**src/rtl/crb_pkg.sv**
```systemverilog
package crb_pkg;
    localparam int BSN_W  = 16;
    localparam int CHAN_W = 8;
    localparam int ERR_W  = 4;

    typedef struct packed {
        logic              sync;
        logic [BSN_W-1:0]  bsn;
        logic [CHAN_W-1:0] chan;
        logic [ERR_W-1:0]  err;
    } pkt_meta_t;

    // effective number of reads per page: at least one, at most the page size
    function automatic int sel_len(input int req, input int max_ch);
        if (req <= 0)
            return 1;
        if (req > max_ch)
            return max_ch;
        return req;
    endfunction
endpackage

```
**src/rtl/crb_page_ctrl.sv**
```systemverilog
module crb_page_ctrl (
    input  logic clk,
    input  logic rst,
    input  logic wr_done,
    input  logic rd_done,
    output logic wr_page,
    output logic rd_page,
    output logic rd_ready
);
    logic [1:0] full;

    always_ff @(posedge clk) begin
        if (rst) begin
            full    <= '0;
            wr_page <= 1'b0;
            rd_page <= 1'b0;
        end else begin
            if (rd_done) begin
                full[rd_page] <= 1'b0;
                rd_page       <= ~rd_page;
            end
            if (wr_done) begin
                full[wr_page] <= 1'b1;
                wr_page       <= ~wr_page;
            end
        end
    end

    assign rd_ready = full[rd_page];

    // a page is never refilled while it still waits to be read
    p_no_overrun_r10: assert property (@(posedge clk) disable iff (rst)
        wr_done |-> !full[wr_page]);
endmodule

```
**src/rtl/crb_wr_ctrl.sv**
```systemverilog
module crb_wr_ctrl #(
    parameter int MAX_CH = 16,
    localparam int AW    = $clog2(MAX_CH),
    localparam int CNT_W = $clog2(MAX_CH + 1)
) (
    input  logic           clk,
    input  logic           rst,
    input  logic           in_valid,
    input  logic           in_sop,
    input  logic           in_eop,
    output logic           wr_en,
    output logic [AW-1:0]  wr_addr,
    output logic           meta_we,
    output logic           wr_done
);
    logic [CNT_W-1:0] wr_cnt;
    logic [CNT_W-1:0] addr_now;

    assign addr_now = in_sop ? '0 : wr_cnt;
    assign wr_en    = in_valid && (int'(addr_now) < MAX_CH);
    assign wr_addr  = addr_now[AW-1:0];
    assign meta_we  = in_valid && in_sop;
    assign wr_done  = in_valid && in_eop;

    always_ff @(posedge clk) begin
        if (rst)
            wr_cnt <= '0;
        else if (in_valid && int'(addr_now) < MAX_CH)
            wr_cnt <= addr_now + 1'b1;
    end

    // the write address only moves on valid input cycles
    p_addr_hold_r5: assert property (@(posedge clk) disable iff (rst)
        !$past(in_valid) && !$past(rst) |-> $stable(wr_cnt));
endmodule

```
**src/rtl/crb_page_mem.sv**
```systemverilog
module crb_page_mem import crb_pkg::*; #(
    parameter int W2     = 16,
    parameter int MAX_CH = 16,
    localparam int AW    = $clog2(MAX_CH),
    localparam int CNT_W = $clog2(MAX_CH + 1)
) (
    input  logic             clk,
    input  logic             we,
    input  logic             wpage,
    input  logic [AW-1:0]    waddr,
    input  logic [W2-1:0]    wdata,
    input  logic             mwe,
    input  pkt_meta_t        wmeta,
    input  logic [CNT_W-1:0] wnin,
    input  logic [CNT_W-1:0] wnsel,
    input  logic             re,
    input  logic             rpage,
    input  logic [AW-1:0]    raddr,
    output logic [W2-1:0]    rdata,
    output pkt_meta_t        rmeta,
    output logic [CNT_W-1:0] rnin,
    output logic [CNT_W-1:0] rnsel
);
    localparam int DEPTH = 2 * MAX_CH;

    logic [W2-1:0]    words [DEPTH];
    pkt_meta_t        metas [2];
    logic [CNT_W-1:0] nins  [2];
    logic [CNT_W-1:0] nsels [2];

    always_ff @(posedge clk) begin
        if (we)
            words[int'(wpage) * MAX_CH + int'(waddr)] <= wdata;
        if (mwe) begin
            metas[wpage] <= wmeta;
            nins[wpage]  <= wnin;
            nsels[wpage] <= wnsel;
        end
        if (re)
            rdata <= (int'(raddr) < MAX_CH) ? words[int'(rpage) * MAX_CH + int'(raddr)] : '0;
    end

    assign rmeta = metas[rpage];
    assign rnin  = nins[rpage];
    assign rnsel = nsels[rpage];
endmodule

```
**src/rtl/crb_rd_pipe.sv**
```systemverilog
module crb_rd_pipe import crb_pkg::*; #(
    parameter int W2     = 16,
    parameter int MAX_CH = 16,
    localparam int CNT_W = $clog2(MAX_CH + 1)
) (
    input  logic             clk,
    input  logic             rst,
    input  logic             acc,
    input  pkt_meta_t        pmeta,
    input  logic [CNT_W-1:0] pnin,
    input  logic [CNT_W-1:0] pnsel,
    input  logic [W2-1:0]    rdata,
    output logic             rd_done,
    output logic             out_valid,
    output logic             out_sop,
    output logic             out_eop,
    output pkt_meta_t        out_meta,
    output logic [W2-1:0]    out_word,
    output logic [CNT_W-1:0] out_nin,
    output logic [CNT_W-1:0] out_nsel
);
    typedef struct packed {
        logic             vld;
        logic             sop;
        logic             eop;
        pkt_meta_t        meta;
        logic [CNT_W-1:0] nin;
        logic [CNT_W-1:0] nsel;
    } rd_stage_t;

    logic [CNT_W-1:0] rd_cnt;
    logic             last;
    rd_stage_t        st1;

    assign last    = int'(rd_cnt) == sel_len(int'(pnsel), MAX_CH) - 1;
    assign rd_done = acc && last;

    always_ff @(posedge clk) begin
        if (rst) begin
            rd_cnt    <= '0;
            st1       <= '0;
            out_valid <= 1'b0;
            out_sop   <= 1'b0;
            out_eop   <= 1'b0;
            out_meta  <= '0;
            out_word  <= '0;
            out_nin   <= '0;
            out_nsel  <= '0;
        end else begin
            if (acc)
                rd_cnt <= last ? '0 : rd_cnt + 1'b1;
            st1.vld  <= acc;
            st1.sop  <= acc && rd_cnt == '0;
            st1.eop  <= acc && last;
            st1.meta <= pmeta;
            st1.nin  <= pnin;
            st1.nsel <= pnsel;
            out_valid     <= st1.vld;
            out_sop       <= st1.sop;
            out_eop       <= st1.eop;
            out_meta      <= st1.meta;
            out_meta.sync <= st1.meta.sync && st1.sop;
            out_word      <= rdata;
            out_nin       <= st1.nin;
            out_nsel      <= st1.nsel;
        end
    end

    // checker state: outputs seen so far in the current output packet
    logic [CNT_W-1:0] ocnt;
    always_ff @(posedge clk) begin
        if (rst)
            ocnt <= '0;
        else if (out_valid)
            ocnt <= out_eop ? '0 : ocnt + 1'b1;
    end

    // sop starts a fresh count, eop lands on the captured selection length
    p_sop_first_r4: assert property (@(posedge clk) disable iff (rst)
        out_valid && out_sop |-> ocnt == '0);
    p_eop_count_r4: assert property (@(posedge clk) disable iff (rst)
        out_valid && out_eop |-> int'(ocnt) + 1 == sel_len(int'(out_nsel), MAX_CH));
    // sync never appears away from the output sop
    p_sync_at_sop_r7: assert property (@(posedge clk) disable iff (rst)
        out_meta.sync |-> out_sop && out_valid);
endmodule

```
**src/rtl/chan_reorder_buf.sv**
```systemverilog
module chan_reorder_buf import crb_pkg::*; #(
    parameter int DW      = 8,
    parameter int MAX_CH  = 16,
    parameter bit COMPLEX = 1'b0,
    localparam int W2     = 2 * DW,
    localparam int AW     = $clog2(MAX_CH),
    localparam int CNT_W  = $clog2(MAX_CH + 1)
) (
    input  logic              clk,
    input  logic              rst,
    input  logic              in_valid,
    input  logic              in_sop,
    input  logic              in_eop,
    input  logic              in_sync,
    input  logic [BSN_W-1:0]  in_bsn,
    input  logic [CHAN_W-1:0] in_chan,
    input  logic [ERR_W-1:0]  in_err,
    input  logic [W2-1:0]     in_data,
    input  logic [DW-1:0]     in_re,
    input  logic [DW-1:0]     in_im,
    input  logic [CNT_W-1:0]  cfg_nof_in,
    input  logic [CNT_W-1:0]  cfg_nof_sel,
    output logic              busy,
    input  logic [AW-1:0]     sel_addr,
    input  logic              sel_rd,
    output logic [W2-1:0]     sel_rdata,
    output logic              sel_waitreq,
    output logic              out_valid,
    output logic              out_sop,
    output logic              out_eop,
    output logic              out_sync,
    output logic [BSN_W-1:0]  out_bsn,
    output logic [CHAN_W-1:0] out_chan,
    output logic [ERR_W-1:0]  out_err,
    output logic [W2-1:0]     out_data,
    output logic [DW-1:0]     out_re,
    output logic [DW-1:0]     out_im,
    output logic [CNT_W-1:0]  out_nof_in,
    output logic [CNT_W-1:0]  out_nof_sel
);
    logic             wr_en, meta_we, wr_done, rd_done;
    logic [AW-1:0]    wr_addr;
    logic             wr_page, rd_page, rd_ready, acc;
    logic [W2-1:0]    in_word, mem_rdata, out_word;
    pkt_meta_t        in_meta, page_meta, o_meta;
    logic [CNT_W-1:0] page_nin, page_nsel;
    logic [1:0]       pend;

    assign in_word     = COMPLEX ? {in_im, in_re} : in_data;
    assign in_meta     = '{sync: in_sync, bsn: in_bsn, chan: in_chan, err: in_err};
    assign sel_waitreq = !rd_ready;
    assign acc         = sel_rd && rd_ready;

    crb_wr_ctrl #(.MAX_CH(MAX_CH)) i_wr (
        .clk(clk), .rst(rst), .in_valid(in_valid), .in_sop(in_sop), .in_eop(in_eop),
        .wr_en(wr_en), .wr_addr(wr_addr), .meta_we(meta_we), .wr_done(wr_done));

    crb_page_ctrl i_pages (
        .clk(clk), .rst(rst), .wr_done(wr_done), .rd_done(rd_done),
        .wr_page(wr_page), .rd_page(rd_page), .rd_ready(rd_ready));

    crb_page_mem #(.W2(W2), .MAX_CH(MAX_CH)) i_mem (
        .clk(clk), .we(wr_en), .wpage(wr_page), .waddr(wr_addr), .wdata(in_word),
        .mwe(meta_we), .wmeta(in_meta), .wnin(cfg_nof_in), .wnsel(cfg_nof_sel),
        .re(acc), .rpage(rd_page), .raddr(sel_addr), .rdata(mem_rdata),
        .rmeta(page_meta), .rnin(page_nin), .rnsel(page_nsel));

    crb_rd_pipe #(.W2(W2), .MAX_CH(MAX_CH)) i_rd (
        .clk(clk), .rst(rst), .acc(acc), .pmeta(page_meta), .pnin(page_nin),
        .pnsel(page_nsel), .rdata(mem_rdata), .rd_done(rd_done),
        .out_valid(out_valid), .out_sop(out_sop), .out_eop(out_eop),
        .out_meta(o_meta), .out_word(out_word), .out_nin(out_nof_in),
        .out_nsel(out_nof_sel));

    // packets accepted at the input but not yet fully output
    always_ff @(posedge clk) begin
        if (rst)
            pend <= '0;
        else
            pend <= pend + {1'b0, in_valid && in_sop} - {1'b0, out_valid && out_eop};
    end
    assign busy = pend != '0;

    assign sel_rdata = out_word;
    assign out_data  = COMPLEX ? '0 : out_word;
    assign out_re    = COMPLEX ? out_word[DW-1:0] : '0;
    assign out_im    = COMPLEX ? out_word[W2-1:DW] : '0;
    assign out_sync  = o_meta.sync;
    assign out_bsn   = o_meta.bsn;
    assign out_chan  = o_meta.chan;
    assign out_err   = o_meta.err;

    // the cycle after reset offers nothing to read
    p_wait_reset_r1: assert property (@(posedge clk)
        $past(rst) |-> sel_waitreq && !out_valid && !busy);
    // the read side opens only after an input eop or a page hand-over
    p_wait_fall_r2: assert property (@(posedge clk) disable iff (rst)
        $fell(sel_waitreq) |-> $past(in_valid && in_eop) || $past(rd_done));
    // every output word comes from a read accepted two cycles before
    p_rd_latency_r3: assert property (@(posedge clk) disable iff (rst)
        out_valid |-> $past(sel_rd && !sel_waitreq, 2));
    // an output sample always belongs to a packet counted as in flight
    p_busy_cover_r9: assert property (@(posedge clk) disable iff (rst)
        out_valid |-> busy);
endmodule

```
**config.mk**
```make
export PLATFORM = sky130hd
export DESIGN_NAME = chan_reorder_buf
export DESIGN_NICKNAME = d
export VERILOG_FILES = /design/src/rtl/crb_pkg.sv /design/src/rtl/crb_page_ctrl.sv /design/src/rtl/crb_wr_ctrl.sv /design/src/rtl/crb_page_mem.sv /design/src/rtl/crb_rd_pipe.sv /design/src/rtl/chan_reorder_buf.sv
export SDC_FILE = /design/constraint.sdc
export NUM_CORES = 1
export LEC_CHECK = 0
export ABC_AREA = 1
export ABC_CLOCK_PERIOD_IN_PS = 6300
export BUFFER_PORTS_ARGS = -buffer_cell sky130_fd_sc_hd__buf_2
export CAP_MARGIN = 20
export CELL_PAD_IN_SITES_DETAIL_PLACEMENT = 1
export CELL_PAD_IN_SITES_GLOBAL_PLACEMENT = 1
export CORE_UTILIZATION = 25
export DETAILED_ROUTE_END_ITERATION = 10
export GPL_TIMING_DRIVEN = 0
export PLACE_DENSITY = 0.52
export REMOVE_ABC_BUFFERS = 1
export SETUP_SLACK_MARGIN = 0.3
export SLEW_MARGIN = 20
export SYNTH_ARGS = -nofsm -noshare
export SYNTH_HDL_FRONTEND = slang
export SYNTH_HIERARCHICAL = 1
export SYNTH_SLANG_ARGS = --single-unit
```
**constraint.sdc**
```tcl
create_clock -name clk -period 6.3 [get_ports clk]
set_clock_uncertainty 0.15 [all_clocks]
set_input_delay 0.315 -clock clk [delete_from_list [all_inputs] [get_ports clk]]
set_output_delay 0.315 -clock clk [all_outputs]
set_load 0.005 [all_outputs]
```
Word-level counts from Yosys, hierarchy flattened
Memory sizes are Yosys's and may differ from the RTL's. A register that Yosys moved wholly into a read port is not among the register bits. Index checks and enable logic that the tools add are counted.

Register bits: 82. Memories kept: 4. Bits in writable memories: 590. Input port bits: 81. Output and inout bits: 92.

$add $sub $neg: 7. Eq/ne operators: 1. Reduce and logical (&&, ||, !) cells: 13. $lt $le $gt $ge: 7. Bitwise operators: 5. Multiplexer cells: 24.

Memory list: i_mem.words (depth 32, width 16, rd ports 1, clocked after memory_dff 1, wr ports 1, RTL line crb_page_mem.sv:26) `logic [W2-1:0] words [DEPTH];`; i_mem.metas (depth 2, width 29, rd ports 1, clocked after memory_dff 1, wr ports 1, RTL line crb_page_mem.sv:27) `pkt_meta_t metas [2];`; i_mem.nins (depth 2, width 5, rd ports 1, clocked after memory_dff 1, wr ports 1, RTL line crb_page_mem.sv:28) `logic [CNT_W-1:0] nins [2];`; i_mem.nsels (depth 2, width 5, rd ports 1, clocked after memory_dff 1, wr ports 1, RTL line crb_page_mem.sv:29) `logic [CNT_W-1:0] nsels [2];`.

Operator list (number): $eq 6x32->1 (1); $mux 32 (1); $sub 32x2->32 const B (1); $mux 5 (4); $mux 1 (14); $add 5x1->5 const B (2); $add 5x4->5 (2); $logic_and 1x1->1 (10); $mux 2 (3); $gt 5x5->1 const B (1); $le 5x1->1 const B (1); $logic_not 5->1 (1); $lt 5x5->1 const B (1); $lt 1x2->1 const B (2); $add 2x1->2 (1); $and 2x2->2 (1); $demux 1 s1 (2); $ge 1x1->1 const B (2); $not 1->1 (2); $not 2->2 (1); $or 2x2->2 (1); $reduce_bool 2->1 (1); $sub 2x1->2 (1); $logic_not 1->1 (1).

Longest topological paths before layout
Gate-level depths: netlist (run 1).

Word-level depth: 12. Mapped depth: 24. Mapped depth without buffers: 23.

Cells and area by module
The synthesis (run 1) kept the hierarchy.

By module, submodules not included: crb_page_mem (seq. area each 18197.5 um2, instances 1, area an instance 24263.3 um2, cells an instance 2001); crb_rd_pipe (seq. area each 2102.0 um2, instances 1, area an instance 3249.4 um2, cells an instance 381); chan_reorder_buf (seq. area each 40.0 um2, instances 1, area an instance 394.1 um2, cells an instance 59); crb_wr_ctrl (seq. area each 100.1 um2, instances 1, area an instance 270.3 um2, cells an instance 41); crb_page_ctrl (seq. area each 80.1 um2, instances 1, area an instance 153.9 um2, cells an instance 21).

Worst setup path before layout (run 1)
OpenSTA, ideal clock, no wires.

Path type: reg2reg. Start: reg i_pages.rd_page. End: reg i_pages.rd_page. Clock period less this slack: 3028 ps. Data required time: 6035 ps. Arrival: 2762 ps. Setup slack: 3272 ps. Setup time: 115 ps. Stages on the path, launching flop included: 23. Buffers on the path: 2. Cells stage by stage: dfxtp_1 -> buf_2 -> buf_1 -> nand2_1 -> nand2_1 -> nor2_2 -> nand2_2 -> inv_1 -> nand2_1 -> nand2_1 -> inv_1 -> ha_1 -> o211ai_1 -> inv_1 -> ha_1 -> xnor2_1 -> nor2_1 -> nand2_1 -> nor2_2 -> nand3_2 -> inv_1 -> nand2_1 -> nor3b_1.

Longest elaborated chain between the ends: 4. Elaborated cells on any way between the ends: 5. Classes of those cells: mux: 2; bitwise: 1; reduce/logical: 2.

RTL lines: from (decl) (RTL line crb_page_ctrl.sv:7) `output logic rd_page,`; from (signal assigned) (RTL line crb_page_ctrl.sv:20) `rd_page <= ~rd_page;`; $mux 1 (not written as such) (2 in series) (RTL line crb_page_ctrl.sv:29) `assign rd_ready = full[rd_page];`; $logic_and 1x1->1 (RTL line chan_reorder_buf.sv:52) `assign acc = sel_rd && rd_ready;`; $logic_and 1x1->1 (RTL line crb_rd_pipe.sv:36) `assign rd_done = acc && last;`; via rd_done (RTL line chan_reorder_buf.sv:41) `logic wr_en, meta_we, wr_done, rd_done;`.

The timed path passes the listed nets, and every way through them passes these cells. The select of a mux whose other input is x is not followed. A chain may end at the register's enable or synchronous reset.

Worst setup path in the final report (run 1)
Same ends and word-level chain as after synthesis.

==> qor.txt, run 1 <==
Status = finished, final reports clean
Max Freq = 290 MHz
Reg2reg end = i_pages/rd_page
Hold path start = sel_rd
Most common cell after layout, fill and taps aside = nand2_1
Die Wd = 339 microns
First DRT Iteration DRCs = 937
First-pass GRT wire length = 118000 microns
Mean post-synth cell area = 11.3 sq um
Syn. warnings = 6
Die ar. = 115000 sq um
Min-Delay Path Class = in2reg
MaxCap Viol Count = 0
Initial antenna violation count = 6
Pwr/cell area = 313 nW/um^2
Top-area cell type share of the netlist area = 64.2%
H-tree depth = 3
Final Setup Violations = 0
Tot GR Track Use = 13.5%
Post-synth EDFFs = 606
Worst-margin pin slew = 1.02 ns
Drt wl/cell = 18.5 microns
Worst R2R Setup Slack = 2.85 ns
GPL Wtd Cong = 0.703
Worst Setup End Kind = flip-flop
Clock-pin slew on the worst setup and hold paths = 0.06 ns
# nets final = 2734
VDD IR max = 0.174 mV
Worst setup SP type = flip-flop
FP Rows = 123
Pre-antenna DRT Iters = 5
Critical R2R Launch = i_pages/rd_page
Clk buf depth = 3
RSZ-0062 raised after global routing = false
Area delta synth->final = 19.2%
Die height = 339 microns
Placed Area = 30600 sq um
Worst path arrival time = 3.79 ns
# IOs = 173
Max transition margin = 32.1%
Cells after Synth = 2503
Grt ovf = 0
Clock latency at the later pin of the worst-skew pair = 0.64 ns
Final WL = 77900 microns
Total Power = 10.6 mW
Leak = 12.8 nW
Cell variety after synth = 29
Min-Delay Endpoint = i_mem/rdata[6]
Initial Util = 25.2%
Inserted Diodes = 0
DRT antenna net count = 0
Utilization after layout = 30.1%
Fin Setup TNS = 0 ns
Critical path class = reg2reg
Maximum fanout along the worst path = 26
Total number of vias = 18294
Fin crit period = 3.45 ns
Fraction of layout cells with a size suffix above 1 = 12.1%
DRC viols = 0
Post-synth ARST share = 0%
Most frequent cells in the layout = nand2_1 (879), edfxtp_1 (606), nand3_1 (404)
CTS sink cnt = 722
Yosys top cell by area = edfxtp_1
Hpwl dp = 45600 microns
Cell count of the worst hold path = 3
CORE AREA = 112000 sq um
CTS root buffer = clkbuf_16
Register area share after synthesis = 72.4%
Max-slew violation count = 0
Worst Path Required = 6.64 ns
Fin area = 33800 sq um
Tcrit/Tclk final = 54.8%
Final number of hold-violating endpoints = 0
IO buf count = 140
Synth top area cells = edfxtp_1 (64%), nand2_1 (12%), dfxtp_1 (8.2%)
Num CTS Buffers = 84
Vias in the first global route = 19381
Worst-case reg-to-reg path depth = 21
CTS tree = built
Top FF cell, synth = edfxtp_1
Synthesis-stage register bit count = 722
Via density = 4.34
Syn Std Cell Area = 28300 sq um
Largest net degree at the start of global routing = 178
[cell type report]
type                    count  area [sq um]
fillers                 12454         78600
inverters                 144           572
multi-input cells        1492          6500
well taps                1500          1880
repair buffers            203          1610
flip-flops and latches    722         20500
clock buffers             113          2310
clock inverters            39           367
[critical path: stages (launching register included)]
cell,delay (ns)
dfxtp_4,0.53
inv_4,0.21
nand2_1,0.11
nand2_1,0.12
nor2_2,0.14
nand2_2,0.07
inv_1,0.06
nand2_1,0.06
nand2_1,0.08
inv_1,0.05
ha_1,0.22
o211ai_1,0.10
inv_1,0.06
ha_1,0.31
xnor2_1,0.13
nor2_1,0.11
nand2_1,0.08
nor2_2,0.15
nand3_2,0.18
inv_1,0.15
nand2_1,0.08
nor3b_1,0.15
[per-layer routing]
layer  track usage [%]  wire length [microns]  share of wire, %
met4              3.89                   1600               2.1
met5                 0                     69             0.089
met1              16.7                  34300                44
met3              2.43                   2920               3.7
met2              23.8                  39000                50
[state kept, by name (all words and copies together), names as in the netlist]
name             count
i_rd/rd_cnt          5
i_mem/rdata         16
i_mem/metas         58
i_rd/out_nsel        5
i_mem/nins          10
i_rd/out_sop         1
i_rd/out_word       16
i_rd/out_eop         1
i_wr/wr_cnt          5
pend                 2
i_mem/nsels         10
i_rd/st1            42
i_pages/wr_page      1
i_rd/out_nin         5
i_mem/words        512
i_pages/full         2
i_pages/rd_page      1
i_rd/out_valid       1
i_rd/out_meta       29
[cell families (layout without fill, tap and decap cells)]
| group | Yosys count | after routing | share of synthesized area [%] |
|---|---|---|---|
| AO/OA/AOI/OAI | 20 | 20 | 0.411 |
| XOR/XNOR | 5 | 5 | 0.155 |
| adder cells (fa/ha/maj) | 6 | 6 | 0.265 |
| buffers and inverters | 304 | 499 | 5.63 |
| flip-flops | 722 | 722 | 72.4 |
| other | 1 | 16 | 0.0132 |
| AND/OR/NAND/NOR | 1445 | 1445 | 21.1 |
[cell usage after synthesis, types with 4 or more instances]
library cell and number:
buf_1 8, nor2_1 147, edfxtp_1 606, a21oi_1 12, inv_2 4, buf_6 25
clkbuf_1 24, buf_2 56, dfxtp_1 116, inv_1 139, buf_4 45, ha_1 6
nand3_1 404, nand2_1 879, o21ai_0 6
[worst max path at each step]
stage	from	end	slack, ns	cells after the start
floorplan	i_pages/rd_page	i_pages/rd_page	1.98	21
global placement	sel_addr[1]	i_mem/rdata[2]	-3.85	9
detailed placement	i_pages/rd_page	i_pages/rd_page	2.79	21
CTS	i_pages/rd_page	i_pages/rd_page	2.77	21
global route	i_pages/rd_page	i_pages/rd_page	2.46	21
finish	i_pages/rd_page	i_pages/rd_page	2.85	21
[power by group]
group          switching (mW)  internal [mW]
sequential             0.0201           5.25
combinational           0.408          0.171
clock                    1.94           2.79
total                    2.36           8.21
[timing repair]
action / CTS / global route
hold endpoints to repair: 115 / 0
buffers inserted: 0 / 0
resized for setup: 0 / 0
hold buffers: 44 / 0
[through the flow]
step                setup WS, ns  std cells  hold WS, ns
floorplan                   1.98       2358        0.234
global placement           -3.85       3998        0.239
detailed placement          2.79       4017        0.245
CTS                         2.77       4213       0.0213
global route                2.46       4213       0.0713
finish                      2.85       4213       0.0641
(Power assumes the default switching activity.)
==> run 2, diff against run 1 <==
ABC_CLOCK_PERIOD_IN_PS = 3520   (was 6300)
clock period = 3.52 ns   (was 6.3 ns; I/O delays follow)
==> run 2 against run 1 <==
  * Core utilization increased by 0.34 points
  * Worst setup slack got worse by 2.3 ns
  * Fmax grew 17%
  * Critical endpoint unchanged
  * Clock power up 79%
  * Wire length increased by 1.5%
  * Non-clock buffer count up 32
  * Sequential power grew 79%
  * Critical path type unchanged
  * Sequential cell count did not move
  * Global-route usage rose by 0.071 points
  * Cell area up 1.1%
  * Sequential share of layout area decreased by 0.67 points
  * Power grew 79%
==> qor.txt, run 2 (synthesized netlist as in run 1, its figures left out) <==
CTS tree = built
Via density = 4.34 (about the same)
# nets final = 2767 (+1.2%)
Fraction of layout cells with a size suffix above 1 = 12.8% (+0.66 points)
CTS root buffer = clkbuf_16
Area delta synth->final = 20.5%
Worst Setup End Kind = flip-flop
Final Setup Violations = 0 (unchanged)
Hpwl dp = 45600 microns (unchanged)
Fin crit period = 2.96 ns (-0.494 ns)
Drt wl/cell = 18.6 microns (+0.66%)
Clk buf depth = 3 (unchanged)
Max Freq = 338 MHz (+17%)
Most common cell after layout, fill and taps aside = nand2_1
Clock latency at the later pin of the worst-skew pair = 0.64 ns (about the same)
Worst setup SP type = flip-flop
Max reg flops = 512 (unchanged)
Final number of hold-violating endpoints = 0 (unchanged)
Initial antenna violation count = 2 (-4)
Most frequent cells in the layout = nand2_1 (875), edfxtp_1 (606), nand3_1 (404)
Die Wd = 339 microns (unchanged)
Pre-antenna DRT Iters = 5 (unchanged)
DRC viols = 0 (unchanged)
Initial Util = 25.2% (unchanged)
Total number of vias = 18437 (+0.78%)
Num CTS Buffers = 84 (unchanged)
Die height = 339 microns (unchanged)
Largest net degree at the start of global routing = 178 (unchanged)
Max transition margin = 31.1% (-0.98 points)
Leak = 13.0 nW (+1.3%)
Final WL = 79000 microns (+1.5%)
H-tree depth = 3 (unchanged)
Maximum fanout along the worst path = 6 (-77%)
Pwr/cell area = 555 nW/um^2 (+77%)
Fin Setup TNS = 0 ns (unchanged)
Tcrit/Tclk final = 84.0% (+29 points)
Critical path class = reg2reg
GPL Wtd Cong = 0.703 (unchanged)
VDD IR max = 0.311 mV (+79%)
Tot GR Track Use = 13.5% (+0.071 points)
Status = finished, final reports clean
Worst Path Required = 3.86 ns (-2.78 ns)
First DRT Iteration DRCs = 936 (-0.11%)
Placed Area = 30600 sq um (unchanged)
Fin area = 34100 sq um (+1.1%)
Largest regs = i_mem/words: 512 flops, i_mem/metas: 58 flops, i_rd/st1: 42 flops
MaxCap Viol Count = 0 (unchanged)
DRT antenna net count = 0 (unchanged)
Worst-margin pin slew = 1.03 ns (+0.0148 ns)
Max-slew violation count = 0 (unchanged)
Worst path arrival time = 3.30 ns (-0.49 ns)
IO buf count = 140 (unchanged)
RSZ-0062 raised after global routing = false
CORE AREA = 112000 sq um (unchanged)
First-pass GRT wire length = 118000 microns (+0.50%)
Largest reg by FF count = i_mem/words
Die ar. = 115000 sq um (unchanged)
Fin Hold WS = 0.124 ns (+0.0601 ns)
FP Rows = 123 (unchanged)
Non-filler cells in the finished layout = 4246 (+0.78%)
CTS sink cnt = 722 (unchanged)
Total Power = 18.9 mW (+79%)
Grt ovf = 0 (unchanged)
Placed insts = 4017 (unchanged)
Min-Delay Path Class = in2reg
# IOs = 173 (unchanged)
Inserted Diodes = 0 (unchanged)
Vias in the first global route = 19471 (+0.46%)
Clock-pin slew on the worst setup and hold paths = 0.06 ns (about the same)
==> run 2: changes by cell type in the layout (fill, tap and decap cells not counted), moves of 2 or more <==
cell           previous run  this run
dlygate4sd3_1            44        62
buf_4                     0        12
nand2_1                 879       875
nand2_2                   3         7
nor2_4                   29        31
==> run 2: area by class of cell <==
type | instances | area, sq um
Sequential cell | 722 | 20500
Multi-Input combinational cell | 1492 | 6530
Timing Repair Buffer | 235 | 1940
Timing Repair inverter | 1 | 8.76
Inverter | 144 | 582
Tap cell | 1500 | 1880
Clock inverter | 39 | 367
Clock buffer | 113 | 2310
Fill cell | 12437 | 78200
==> run 2: where the power goes <==
part           internal, mW  switching, mW  leakage, nW
logic                 0.321          0.738         5.26
registers              9.39         0.0362         6.43
clock network          4.99           3.46         1.30
total                  14.7           4.23         13.0
==> run 2: worst max-delay path: stages, from the launching register on <==
cell	delay, ns
dfxtp_4	0.39
buf_16	0.15
nand2_1	0.05
nand2_1	0.10
nor2_2	0.13
nand2_2	0.07
inv_1	0.06
nand2_1	0.06
nand2_1	0.08
inv_1	0.05
ha_2	0.19
o211ai_1	0.09
inv_1	0.06
ha_1	0.29
xnor2_1	0.13
nor2_1	0.09
nand2_1	0.10
nor2_4	0.14
nand3_4	0.12
inv_2	0.10
nand2_1	0.07
nor3b_1	0.15
==> run 2: per-layer routing <==
metal | track usage, % | vias to the layer above | routed length [microns]
met5 | 0 | - | 13
met4 | 3.87 | 2 | 1590
met3 | 2.21 | 110 | 2940
met2 | 23.8 | 295 | 39500
met1 | 17.0 | 9303 | 35000
li1 | - | 8727 | -
==> run 2: stage by stage <==
| step | util (%) | setup slack [ns] |
|---|---|---|
| finish | 30.4 | 0.563 |
| global route | 30.4 | 0.291 |
| CTS | 30.3 | 0.322 |
| detailed placement | 27.3 | 0.0149 |
| global placement | 26.6 | -6.49 |
| floorplan | - | -0.800 |
==> run 2: repair_timing <==
action / 4_1_cts / 5_1_grt
gates resized for setup: 3 / 11
endpoints found under the setup margin: 7 / 4
buffers inserted: 2 / 10
pin swaps: 0 / 5
endpoints found under the hold margin: 610 / 0
hold buffers: 62 / 0
gates cloned: 1 / 2
==> run 2: final timing paths <==
check,to,startpoint,cells past startpoint,slack (ns)
worst max-delay path,i_pages/rd_page,i_pages/rd_page,21,0.56
worst min register to register,i_rd/out_meta[27],i_rd/st1[37],2,0.25
worst max register to register,i_pages/rd_page,i_pages/rd_page,21,0.56
worst min-delay path,i_mem/metas[0][27],in_bsn[15],2,0.12
